[config.mk]
export PLATFORM = sky130hd
export DESIGN_NAME = ddr_burst_sram
export DESIGN_NICKNAME = d
export VERILOG_FILES = /design/src/rtl/ddrb_pkg.sv /design/src/rtl/ddrb_ctrl.sv /design/src/rtl/ddrb_store.sv /design/src/rtl/ddrb_rdout.sv /design/src/rtl/ddr_burst_sram.sv
export SDC_FILE = /design/constraint.sdc
export NUM_CORES = 1
export LEC_CHECK = 0
export ABC_CLOCK_PERIOD_IN_PS = 7150
export BUFFER_PORTS_ARGS = -buffer_cell sky130_fd_sc_hd__buf_2
export CAP_MARGIN = 20
export CORE_AREA = 2 2 254 256
export CTS_CLUSTER_DIAMETER = 120
export CTS_CLUSTER_SIZE = 14
export DETAILED_ROUTE_END_ITERATION = 10
export DIE_AREA = 0 0 256 258
export PLACE_DENSITY = 0.71
export SLEW_MARGIN = 15
export SYNTH_ARGS = -nofsm -noshare
export SYNTH_HDL_FRONTEND = slang
export SYNTH_SLANG_ARGS = --single-unit
export TNS_END_PERCENT = 30
[constraint.sdc]
create_clock -name clk -period 7.15 [get_ports clk]
set_input_delay 0 -clock clk [delete_from_list [all_inputs] [get_ports clk]]
set_output_delay 0 -clock clk [all_outputs]
set_load 0.02 [all_outputs]
[src/rtl/ddrb_pkg.sv]
package ddrb_pkg;
  localparam int BURST_WORDS = 4;

  // slot of burst word k when the burst starts at slot base
  function automatic logic [1:0] burst_slot(input logic [1:0] base, input int unsigned k);
    return base + 2'(k);
  endfunction
endpackage

[src/rtl/ddrb_ctrl.sv]
module ddrb_ctrl
  import ddrb_pkg::*;
#(
  parameter int AW         = 5,
  parameter bit ZERO_START = 1'b0,
  localparam int BW        = AW - 2
) (
  input  logic          clk,
  input  logic          rst_n,
  input  logic          ld_n,
  input  logic          rw_rd,
  input  logic [AW-1:0] addr,
  output logic          rd_go,
  output logic          wr_go,
  output logic          rd_ph1,
  output logic          rd_ph2,
  output logic          wr_ph1,
  output logic          wr_ph2,
  output logic [BW-1:0] blk,
  output logic [1:0]    start,
  output logic          err
);
  logic acc_d1, rd_d1, rd_d2, wr_d1, wr_d2;
  logic load, clash, accept;
  logic [1:0] seed;

  assign load   = rst_n && !ld_n;
  // a write two edges after an accepted read would collide with its output
  assign clash  = load && !rw_rd && !acc_d1 && rd_d2;
  assign accept = load && !acc_d1 && !clash;
  assign rd_go  = accept && rw_rd;
  assign wr_go  = accept && !rw_rd;

  generate
    if (ZERO_START) begin : g_fixed
      assign seed = 2'b00;
    end else begin : g_linear
      assign seed = addr[1:0];
    end
  endgenerate

  always_ff @(posedge clk) begin
    if (!rst_n) begin
      acc_d1 <= 1'b0;
      rd_d1  <= 1'b0;
      rd_d2  <= 1'b0;
      wr_d1  <= 1'b0;
      wr_d2  <= 1'b0;
      err    <= 1'b0;
      blk    <= '0;
      start  <= '0;
    end else begin
      acc_d1 <= accept;
      rd_d1  <= rd_go;
      rd_d2  <= rd_d1;
      wr_d1  <= wr_go;
      wr_d2  <= wr_d1;
      err    <= clash;
      if (accept) begin
        blk   <= addr[AW-1:2];
        start <= seed;
      end
    end
  end

  assign rd_ph1 = rd_d1;
  assign rd_ph2 = rd_d2;
  assign wr_ph1 = wr_d1;
  assign wr_ph2 = wr_d2;
endmodule

[src/rtl/ddrb_store.sv]
module ddrb_store
  import ddrb_pkg::*;
#(
  parameter int LANE_W  = 9,
  parameter int LANES   = 2,
  parameter int AW      = 5,
  localparam int DW     = LANE_W * LANES,
  localparam int BW     = AW - 2,
  localparam int DEPTH  = 1 << AW
) (
  input  logic             clk,
  input  logic             rst_n,
  input  logic             wr_ph1,
  input  logic             wr_ph2,
  input  logic [BW-1:0]    blk,
  input  logic [1:0]       start,
  input  logic [DW-1:0]    d_a,
  input  logic [DW-1:0]    d_b,
  input  logic [LANES-1:0] sel_n_a,
  input  logic [LANES-1:0] sel_n_b,
  input  logic [1:0]       rd_slot,
  output logic [DW-1:0]    rd_w0,
  output logic [DW-1:0]    rd_w1
);
  logic [DW-1:0]    mem   [DEPTH];
  logic [DW-1:0]    p_dat [BURST_WORDS];
  logic [LANES-1:0] p_msk [BURST_WORDS];
  logic             pv;
  logic [BW-1:0]    p_blk;

  // posted-write register: filled over the two data cycles of a write
  always_ff @(posedge clk) begin
    if (!rst_n) begin
      pv    <= 1'b0;
      p_blk <= '0;
      for (int i = 0; i < BURST_WORDS; i++) begin
        p_dat[i] <= '0;
        p_msk[i] <= '0;
      end
    end else begin
      if (wr_ph1) begin
        pv    <= 1'b1;
        p_blk <= blk;
        for (int i = 0; i < BURST_WORDS; i++) p_msk[i] <= '0;
        p_dat[burst_slot(start, 0)] <= d_a;
        p_msk[burst_slot(start, 0)] <= ~sel_n_a;
        p_dat[burst_slot(start, 1)] <= d_b;
        p_msk[burst_slot(start, 1)] <= ~sel_n_b;
      end
      if (wr_ph2) begin
        p_dat[burst_slot(start, 2)] <= d_a;
        p_msk[burst_slot(start, 2)] <= ~sel_n_a;
        p_dat[burst_slot(start, 3)] <= d_b;
        p_msk[burst_slot(start, 3)] <= ~sel_n_b;
      end
    end
  end

  // the previous posted burst goes to the array when the next write delivers data
  always_ff @(posedge clk) begin
    if (rst_n && wr_ph1 && pv) begin
      for (int i = 0; i < BURST_WORDS; i++) begin
        for (int l = 0; l < LANES; l++) begin
          if (p_msk[i][l]) mem[{p_blk, 2'(i)}][l*LANE_W +: LANE_W] <= p_dat[i][l*LANE_W +: LANE_W];
        end
      end
    end
  end

  logic          hit;
  logic [1:0]    slot1;
  logic [DW-1:0] arr0, arr1;

  assign hit   = pv && (p_blk == blk);
  assign slot1 = burst_slot(rd_slot, 1);
  assign arr0  = mem[{blk, rd_slot}];
  assign arr1  = mem[{blk, slot1}];

  generate
    for (genvar l = 0; l < LANES; l++) begin : g_lane
      assign rd_w0[l*LANE_W +: LANE_W] = (hit && p_msk[rd_slot][l]) ?
                                         p_dat[rd_slot][l*LANE_W +: LANE_W] : arr0[l*LANE_W +: LANE_W];
      assign rd_w1[l*LANE_W +: LANE_W] = (hit && p_msk[slot1][l]) ?
                                         p_dat[slot1][l*LANE_W +: LANE_W] : arr1[l*LANE_W +: LANE_W];
    end
  endgenerate


  posted_fill_chk: assert property (@(posedge clk) disable iff (!rst_n) wr_ph2 |-> pv);
endmodule

[src/rtl/ddrb_rdout.sv]
module ddrb_rdout #(
  parameter int DW = 18
) (
  input  logic          clk,
  input  logic          rst_n,
  input  logic          lat15,
  input  logic          fire,
  input  logic [DW-1:0] w0,
  input  logic [DW-1:0] w1,
  output logic [DW-1:0] q_a,
  output logic          v_a,
  output logic [DW-1:0] q_b,
  output logic          v_b
);
  logic [DW-1:0] s_a, s_b, h_b;
  logic          s_v, h_v;

  always_ff @(posedge clk) begin
    if (!rst_n) begin
      s_a <= '0;
      s_b <= '0;
      h_b <= '0;
      s_v <= 1'b0;
      h_v <= 1'b0;
    end else begin
      s_v <= fire;
      if (fire) begin
        s_a <= w0;
        s_b <= w1;
      end
      h_v <= s_v;
      h_b <= s_b;
    end
  end

  // half-cycle shift: the held second word moves to the next first half
  always_comb begin
    if (lat15) begin
      v_a = h_v;
      q_a = h_v ? h_b : '0;
      v_b = s_v;
      q_b = s_v ? s_a : '0;
    end else begin
      v_a = s_v;
      q_a = s_v ? s_a : '0;
      v_b = s_v;
      q_b = s_v ? s_b : '0;
    end
  end
endmodule

[src/rtl/ddr_burst_sram.sv]
module ddr_burst_sram
  import ddrb_pkg::*;
#(
  parameter int LANE_W     = 9,
  parameter int LANES      = 2,
  parameter int AW         = 5,
  parameter bit ZERO_START = 1'b0,
  localparam int DW        = LANE_W * LANES,
  localparam int BW        = AW - 2
) (
  input  logic             clk,
  input  logic             rst_n,
  input  logic             lat15,
  input  logic             ld_n,
  input  logic             rw_rd,
  input  logic [AW-1:0]    addr,
  input  logic [DW-1:0]    wd_a,
  input  logic [DW-1:0]    wd_b,
  input  logic [LANES-1:0] wsel_n_a,
  input  logic [LANES-1:0] wsel_n_b,
  output logic [DW-1:0]    rd_a,
  output logic             rd_a_vld,
  output logic [DW-1:0]    rd_b,
  output logic             rd_b_vld,
  output logic             seq_err
);
  logic          rd_go, wr_go, rd_ph1, rd_ph2, wr_ph1, wr_ph2;
  logic [BW-1:0] blk;
  logic [1:0]    start, rd_slot;
  logic [DW-1:0] w0, w1;

  ddrb_ctrl #(.AW(AW), .ZERO_START(ZERO_START)) u_ctrl (
    .clk(clk), .rst_n(rst_n), .ld_n(ld_n), .rw_rd(rw_rd), .addr(addr),
    .rd_go(rd_go), .wr_go(wr_go), .rd_ph1(rd_ph1), .rd_ph2(rd_ph2),
    .wr_ph1(wr_ph1), .wr_ph2(wr_ph2), .blk(blk), .start(start), .err(seq_err)
  );

  assign rd_slot = burst_slot(start, rd_ph2 ? 2 : 0);

  ddrb_store #(.LANE_W(LANE_W), .LANES(LANES), .AW(AW)) u_store (
    .clk(clk), .rst_n(rst_n), .wr_ph1(wr_ph1), .wr_ph2(wr_ph2), .blk(blk),
    .start(start), .d_a(wd_a), .d_b(wd_b), .sel_n_a(wsel_n_a), .sel_n_b(wsel_n_b),
    .rd_slot(rd_slot), .rd_w0(w0), .rd_w1(w1)
  );

  ddrb_rdout #(.DW(DW)) u_rdout (
    .clk(clk), .rst_n(rst_n), .lat15(lat15), .fire(rd_ph1 || rd_ph2),
    .w0(w0), .w1(w1), .q_a(rd_a), .v_a(rd_a_vld), .q_b(rd_b), .v_b(rd_b_vld)
  );


  strobe_excl_chk: assert property (@(posedge clk) disable iff (!rst_n)
    $onehot0({rd_ph1, rd_ph2, wr_ph1, wr_ph2}));


  err_src_chk: assert property (@(posedge clk) disable iff (!rst_n)
    seq_err |-> $past(!ld_n && !rw_rd));


  lat1_pair_chk: assert property (@(posedge clk) disable iff (!rst_n)
    (!lat15 && $past(rd_go, 2)) |-> (rd_a_vld && rd_b_vld));


  lat15_first_chk: assert property (@(posedge clk) disable iff (!rst_n)
    (lat15 && $past(rd_go, 2)) |-> rd_b_vld);
endmodule

==> results by stage, run 1 <==
STA:
- The hold violation total from the final report is 0.
- Setup repair after global routing left no endpoint under its margin.
- On the final layout, the worst clock skew is 38.7 ps.
- The final critical-path required period is 3970 ps.
- For the pin with the worst max-slew slack, the measured transition is 1220 ps.
- The number of max-slew violations in the final report is 0.
- The post-route setup TNS is 0 ps.
- Static timing analysis puts the maximum clock frequency at 0.252 GHz.
- Setup slack on the critical path of the routed design comes to 3180 ps.
- Setup violations remaining at the end of the flow were counted as 0.
- Of the available clock period, the critical path in the final layout requires 55.6%.
- Measured against its own limit, the worst slew margin works out to 18.6%.

Global routing:
- The met1 capacity usage during global routing is 48.0%.
- The first-pass GRT wire length is 166000 um.
- The number of global-route vias before repair is 23900.
- The sum of overflow across all layers after global routing is 0.
- The number of antenna violations at the first check in global routing is 4.
- Global routing used 34.9% of the available tracks across all layers.
- The met3 demand-to-capacity share in global routing is 13.5%.
- The met2 layer usage reported by global route is 50.4%.
- The most utilized layer in the global route result is met2.
- The largest net degree at the start of global routing is 163.

Synthesis:
- The synthesized design spends more area on one cell type than any other, namely edfxtp_1.
- The area share of the largest cell type after synthesis is 57.3%.
- After synthesis, the cell types taking the most area are edfxtp_1 57%, mux4_2 8.3%, mux2i_1 7.0%.
- Counting flops and latches in the post-synthesis netlist gives 727.
- Ranked by instance count, the synthesized netlist is headed by 656 x edfxtp_1, 369 x nand2_1, 239 x mux2i_1, 138 x nor2_1, 127 x mux4_2.
- In this run the cell area of the synthesized design comes to 34400 sq um.
- Counting flops with an async set or reset pin after synthesis yields a share of 0%.
- The distinct cell type count of the synthesized netlist is 81.
- The count of flip-flops with a built-in enable after synthesis is 656.
- edfxtp_1 is the most common cell in the netlist.
- The post-synth net total is 2498.
- Averaged over all synthesized cells, the footprint is 14.0 sq um.
- The share of the yosys chip area belonging to registers is 61.4%.
- For this run, the number of Yosys warnings is 0.
- Synthesis handed over a netlist of 2448 instances.
- The most used flip-flop cell after synthesis is edfxtp_1.

Routing:
- The vias after detailed routing is 24600.
- In the routed layout, each cell is associated on average with a via count of 7.09.
- The count of nets left with antenna violations once routing finished came out at 0.
- The count of unresolved DRC violations after routing is 0.
- The first TritonRoute pass finished after 6 iterations.
- The detailed router finished its first iteration with 4654 violations.
- The total wirelength of the detailed-routed design is 117000 um.
- In the final routed layout, each cell accounts on average for 33.6 um.

Worst setup path:
- The timing startpoint of the critical path is u_ctrl.start[1].
- The maximum fanout count along the critical path is 70.
- The data required time at the worst endpoint is 7720 ps.
- The number of cells on the worst reg-to-reg path is 7.
- The end point of the critical path is u_rdout.s_b[3].
- For flop-to-flop paths, the worst setup slack is 3180 ps.
- STA puts the critical path data arrival time at 4540 ps.
- The startpoint of the worst register-to-register path is u_ctrl.start[1].
- The category of the worst setup path launch point is a flip-flop.
- The kind of end point of the critical path is a flip-flop.
- The end of the worst register-to-register path is u_rdout.s_b[3].
- The classification of the worst setup path is flip-flop to flip-flop.

Place:
- At the placement stage, the worst setup path has a slack of 3260 ps.
- The placed wire-length estimate after detailed placement is 75700 um.
- Input and output buffers added on the ports amount to 88.
- The number of placed instances with taps included is 3287.
- The final weighted congestion in routability-driven placement is 0.983.

Power:
- The peak supply drop is 0.172 mV.
- The leakage power total is 12.6 nW.
- In this run the power density over the cells is 225 nW/um^2.

Layout:
- The repair_antennas step left the layout with diodes totalling 0.
- Registers take 21100 sq um.
- Summing all multi-input logic gate instances after layout gives 12200 sq um.
- Leaving out filler cells and counting taps, the final layout contains 3471.
- The area growth from synthesis to layout is 10.2%.
- Fill cells in the final layout number 4890.
- For this run, the post-layout net count is 2618.
- The ratio of cells with drive above 1 in the final layout is 16.5%.

Clocking:
- CTS built an H-tree with a depth of 2.
- The number of buffers on the longest clock path is 3.
- After clock tree synthesis, the clock-pin slew on the worst setup and hold paths is 70 ps.
- Counting every sink on the clock net gives 727.
- The insertion delay to the later sink of the worst-skew pair is 660 ps.
- Clock tree synthesis selected as its root buffer the cell clkbuf_16.
- TritonCTS built the clock tree.
- The number of CTS-inserted buffers is 57.

Floorplan:
- The die covers 66000 sq um.
- The top-level port count is 89.
- The placeable core area is 63600 sq um.
- From left edge to right edge, the die measures 256 um.
- The starting density of the core is 54.0%.
- The floorplan has 93 rows.
- The floorplan step set the die height to 258 um.

Status:
- The run finished with clean final reports.

Run:
- The tool flagged a number of max-cap violations equal to 0.

Worst hold path:
- The tightest min-delay check is of the input port to flip-flop type.
==> critical path, stage by stage (launching register included) <==
cell and delay (ps):
dfxtp_1 690, xnor2_4 190, buf_4 840, buf_4 830, mux2i_1 200, mux4_2 490
or3_1 340, a41oi_2 170
==> cell type report <==
type / count / share of cell area, %
clock buffers: 104 / 4.23
clock inverters: 3 / 0.109
inverters: 6 / 0.0660
multi-input cells: 1532 / 32.1
flip-flops and latches: 727 / 55.8
well taps: 855 / 2.82
repair buffers: 244 / 4.87
==> worst min path at each step <==
| stage | start | end | slack, ps | cells past startpoint |
|---|---|---|---|---|
| 5_1_grt | rw_rd | u_ctrl.err | 150 | 3 |
| 3_3_place_gp | rw_rd | u_ctrl.wr_ph1 | 220 | 2 |
| 6_report | rw_rd | u_ctrl.err | 130 | 3 |
| 2_1_floorplan | rw_rd | u_ctrl.err | 80 | 1 |
| 4_1_cts | rw_rd | u_ctrl.err | 100 | 3 |
| 3_5_place_dp | rw_rd | u_ctrl.wr_ph1 | 230 | 2 |
==> per-layer routing <==
metal / share of wire [%] / routed length (um)
met1: 36 / 41400
met2: 42 / 49300
met3: 18 / 20700
met4: 4.4 / 5170
met5: 0.011 / 13
==> layout by cell type, fill, tap and decap left out, types with 7 or more instances in the layout <==
master,netlist,final
and2_1,25,24
mux2_2,22,22
nand2_1,369,369
edfxtp_1,656,656
dfxtp_1,71,68
clkbuf_1,73,47
nand4_1,9,9
nand2b_1,10,10
a221oi_1,13,13
a31oi_1,22,22
mux4_2,127,127
a211oi_1,17,16
a21oi_1,42,42
o22ai_1,31,31
buf_4,30,76
a32o_1,18,18
o21ai_0,39,39
nor2b_1,32,31
a32oi_1,69,69
nor2_1,138,113
a22o_1,80,80
nor2_2,2,27
nand3_1,62,62
or2_2,10,10
nor3_1,8,8
a311oi_1,8,8
o22a_1,7,7
clkbuf_16,0,57
buf_2,35,88
dlygate4sd3_1,0,74
a22oi_1,23,23
mux2i_1,239,239
o2111ai_1,11,11
a41oi_1,8,8
==> kinds of logic (layout without fill, tap and decap cells) <==
family                 count (synthesis)  in the layout  synth area share (%)
AND/OR/NAND/NOR                      684            684                  8.56
multiplexers                         393            393                  16.3
AO/OA/AOI/OAI                        450            450                  10.1
flip-flops                           727            727                  61.4
buffers and inverters                189            357                  3.34
XOR/XNOR                               5              5                 0.237
==> stage by stage <==
| stage | power [mW] | utilization, % | hold slack [ps] | cell area, sq um |
|---|---|---|---|---|
| after global routing | 8.72 | 59.5 | 154 | 37900 |
| after floorplan | 5.30 | - | 76.1 | 34400 |
| after global placement | 5.55 | 55.7 | 223 | 35500 |
| final | 8.54 | 59.5 | 134 | 37900 |
| after CTS | 8.50 | 59.5 | 103 | 37900 |
| after detailed placement | 5.56 | 55.7 | 229 | 35500 |
==> what timing repair did <==
item                      in CTS  in global routing
gates resized for setup        0                  0
hold endpoints to repair      93                  0
hold buffers                  74                  0
buffers inserted               0                  0
==> sequential cells by signal (all words and copies together), names as in the netlist, 2 cells and up <==
name	cells
u_ctrl.blk	3
u_rdout.s_b	18
u_rdout.h_b	18
u_rdout.s_a	18
u_store.mem	576
u_ctrl.start	2
u_store.p_blk	3
u_store.p_msk	8
u_store.p_dat	72
==> report_power, final <==
part	switching, mW	internal, mW	leakage [nW]
clock network	1.50	1.51	0.776
registers	0.133	4.67	6.65
logic	0.439	0.285	5.21
total	2.07	6.46	12.6
Note: power is estimated with default switching activity, not from simulation.
==> run 2, diff against run 1 <==
--- a/config.mk
+++ b/config.mk
@@ -5,7 +5,7 @@
 export SDC_FILE = /design/constraint.sdc
 export NUM_CORES = 1
 export LEC_CHECK = 0
-export ABC_CLOCK_PERIOD_IN_PS = 7150
+export ABC_CLOCK_PERIOD_IN_PS = 3590
 export BUFFER_PORTS_ARGS = -buffer_cell sky130_fd_sc_hd__buf_2
 export CAP_MARGIN = 20
 export CORE_AREA = 2 2 254 256
@@ -13,7 +13,7 @@
 export CTS_CLUSTER_SIZE = 14
 export DETAILED_ROUTE_END_ITERATION = 10
 export DIE_AREA = 0 0 256 258
-export PLACE_DENSITY = 0.71
+export PLACE_DENSITY = 0.74
 export SLEW_MARGIN = 15
 export SYNTH_ARGS = -nofsm -noshare
 export SYNTH_HDL_FRONTEND = slang
==> constraint.sdc (replaced) <==
create_clock -name clk -period 3.59 [get_ports clk]
set_input_delay 0 -clock clk [delete_from_list [all_inputs] [get_ports clk]]
set_output_delay 0 -clock clk [all_outputs]
set_load 0.02 [all_outputs]
==> run 2 against run 1 <==
Setup slack lost 3000 ps. Clock power grew 99%. Routed wire length grew 1.2%. Non-clock buffer count grew 60. Sequential power grew 100%. Largest cell class unchanged. Critical endpoint is now u_rdout.s_a[5].
==> results by stage, run 2 (synthesized netlist as in run 1, its figures left out) <==
Routing:
- The average wire per standard cell is 33.4 um.
- For this block, the routed nets add up to 118000 um of wire.
- After detailed routing, the number of vias per cell comes to 7.10.
- Summing over every cut layer, the via total after detailed routing is 25100.
- For this run, design rule violations remaining after detail routing come to 0.
- The number of iterations in the first detailed-routing pass is 6.
- The violation count after the first detailed-route iteration is 4598.
- The detail route stage leaves a number of antenna-violating nets equal to 0.

Layout:
- The number of antenna diodes in the final layout is 0.
- Leaving out fill and tap cells, the most frequent cells in the layout are 656 x edfxtp_1, 369 x nand2_1, 239 x mux2i_1.
- The count of filler cells inserted in the layout is 4812.
- In the final layout, the registers with the most flip-flops are u_store.mem x576, u_store.p_dat x72.
- The number of standard cells in the final layout excluding fillers is 3532.
- The register with the most flip-flops in the layout has 576 of them.
- The area growth from synthesis to layout is 11.6%.
- The most common library cell in the layout ignoring fill and taps is edfxtp_1.
- The ratio of cells with drive above 1 in the final layout is 17.6%.
- Counting flops per register, the top entry is u_store.mem.
- The number of nets at the end of the flow is 2678.

Global routing:
- The number of global-route vias before repair came to 24000.
- The number of antenna violations at the first check in global routing is 1.
- The first-pass GRT wire length is 168000 um.
- The total global routing track utilization is 35.2%.
- Entering global routing, the biggest net connects 66 pins.
- After global routing the overflow that remains totals 0.

Run:
- Max-cap violations in this run came to 0.

STA:
- The number of max-slew violations in the final report is 0.
- At the pin with the least slew margin, the transition time is 1210 ps.
- Hold timing on the final database bottoms out at a slack of 112 ps.
- The relative slew slack is 18.9%.
- Adding up every negative setup slack in the final design gives 0 ps.
- The maximum clock skew at final layout is 36.2 ps.
- Setup repair after global routing left no endpoint under its margin.
- The final critical-path required period is 3400 ps.
- The highest attainable clock frequency is 0.294 GHz.
- The hold violation total from the final report was 0.
- The number of failing setup endpoints in the final timing report is 0.
- The final critical-path share of the clock period is 94.8%.

Clocking:
- The total number of H-tree levels is 2.
- The longest clock path from root to sink contains 3 buffers.
- Clock latency on the worst-skew pair, taken at its later pin, is 670 ps.
- The buffer type at the clock tree root is clkbuf_16.
- The number of CTS-inserted buffers is 57.
- After clock tree synthesis, the clock-pin slew on the worst setup and hold paths is 70 ps.
- TritonCTS built the clock tree.
- The clock sink total is 727.

Worst setup path:
- The worst register-to-register path has a depth of 7.
- The slowest stage cell on the critical path is dfxtp_1.
- The end point of the critical path is u_rdout.s_a[5].
- Along the worst path, the maximum fanout reaches 57.
- For the worst setup path, the data required time is 4170 ps.
- The signal on the critical path passes through xor2_4 -> buf_12 -> buf_12 -> mux2i_1 -> mux4_2 -> a211oi_1 -> a32o_1.
- In this run the register-to-register setup slack is 190 ps.
- The number of buffers and inverters on the critical path is 2.
- The count of cell instances traversed by the critical path is 7.
- The delay of the slowest critical-path stage is 700 ps.
- The cell with the most instances on the worst path is buf_12.
- In this run the worst setup path begins at u_ctrl.start[1].
- STA classifies the critical path startpoint as a flip-flop.
- The cell family with the largest share of critical-path delay is compound AO/OA/AOI/OAI gates.
- The data arrival time of the critical path is 3990 ps.
- The endpoint identified for the worst register-to-register timing path is u_rdout.s_a[5].
- The classification of the worst setup path is flip-flop to flip-flop.
- The startpoint of the worst register-to-register path is u_ctrl.start[1].
- The worst setup path is captured at a flip-flop.

Place:
- The number of placed instances with taps included is 3349.
- Routability-driven placement finished with a final weighted congestion of 1.03.
- The number of buffers inserted by port buffering is 88.
- The placed wire-length estimate after detailed placement is 79500 um.

Floorplan:
- The initial utilization of the core area, before any placement, comes to 54.0%.
- The die outline area is 66000 sq um.
- The row count is 93.
- 89 I/O pins were placed.
- From left edge to right edge, the die measures 256 um.
- The placeable core area is 63600 sq um.
- The die is 258 um tall.

Worst hold path:
- The kind of path behind the tightest hold check is input port to flip-flop.

Power:
- Summed over all cells, the static leakage comes to 13.0 nW.
- IR analysis of the VDD net gives a maximum drop of 0.413 mV.
- The ratio of total power to cell area is 445 nW/um^2.

Status:
- The run finished with clean final reports.
[run 2: cell count changes in the layout (fill, tap and decap cells not counted), sizes merged]
cell | before | now
clkbuf | 104 | 105
buf | 170 | 230
[run 2: area by class of cell]
| class | instances | area (sq um) | area share [%] |
|---|---|---|---|
| clock buffers | 105 | 1610 | 4.19 |
| clock inverters | 3 | 41.3 | 0.108 |
| inverters | 6 | 25.0 | 0.0652 |
| multi-input cells | 1532 | 12100 | 31.6 |
| flip-flops and latches | 727 | 21100 | 55.0 |
| well taps | 855 | 1070 | 2.79 |
| repair buffers | 304 | 2380 | 6.21 |
[run 2: tightest hold or removal path, stage by stage]
cell	delay [ps]
dlygate4sd3_1	520
buf_2	130
nor3b_1	70
[run 2: worst min-delay path by stage]
stage	from	to	slack, ps	cells past startpoint
6_report	rw_rd	u_ctrl.err	110	3
5_1_grt	rw_rd	u_ctrl.err	130	3
4_1_cts	rw_rd	u_ctrl.err	100	3
3_5_place_dp	rw_rd	u_ctrl.wr_ph1	220	2
3_3_place_gp	rw_rd	u_ctrl.wr_ph1	220	2
2_1_floorplan	rw_rd	u_ctrl.err	80	1
[run 2: timing repair]
action | in CTS | in global routing
hold buffers | 74 | 0
endpoints found under the hold margin | 93 | 0
gates resized for setup | 0 | 1
endpoints found under the setup margin | 0 | 1
setup buffers | 0 | 0
[run 2: routing by layer]
metal / up-vias / track usage (%) / part of all wire [%] / wire [um]
met5: - / 0 / 0.011 / 13
met4: 2 / 13.8 / 4.4 / 5150
met3: 355 / 13.4 / 18 / 20700
met2: 2341 / 50.2 / 42 / 49200
met1: 12400 / 49.0 / 36 / 43000
li1: 10000 / - / - / -
[run 2: where the power goes]
part,internal (mW),total [mW],leakage [nW],switching (mW)
Sequential,9.31,9.58,6.65,0.273
Clock,3.01,6.00,0.777,2.99
Combinational,0.600,1.49,5.55,0.893
[run 2: metrics by stage]
stage | total power, mW | utilization, % | area [sq um] | worst slack (ps)
2_1_floorplan | 10.6 | - | 34400 | 917
3_3_place_gp | 11.1 | 56.5 | 36000 | 410
3_5_place_dp | 11.1 | 56.5 | 36000 | 331
4_1_cts | 17.0 | 60.3 | 38400 | 297
5_1_grt | 17.4 | 60.3 | 38400 | 131
6_report | 17.1 | 60.3 | 38400 | 187
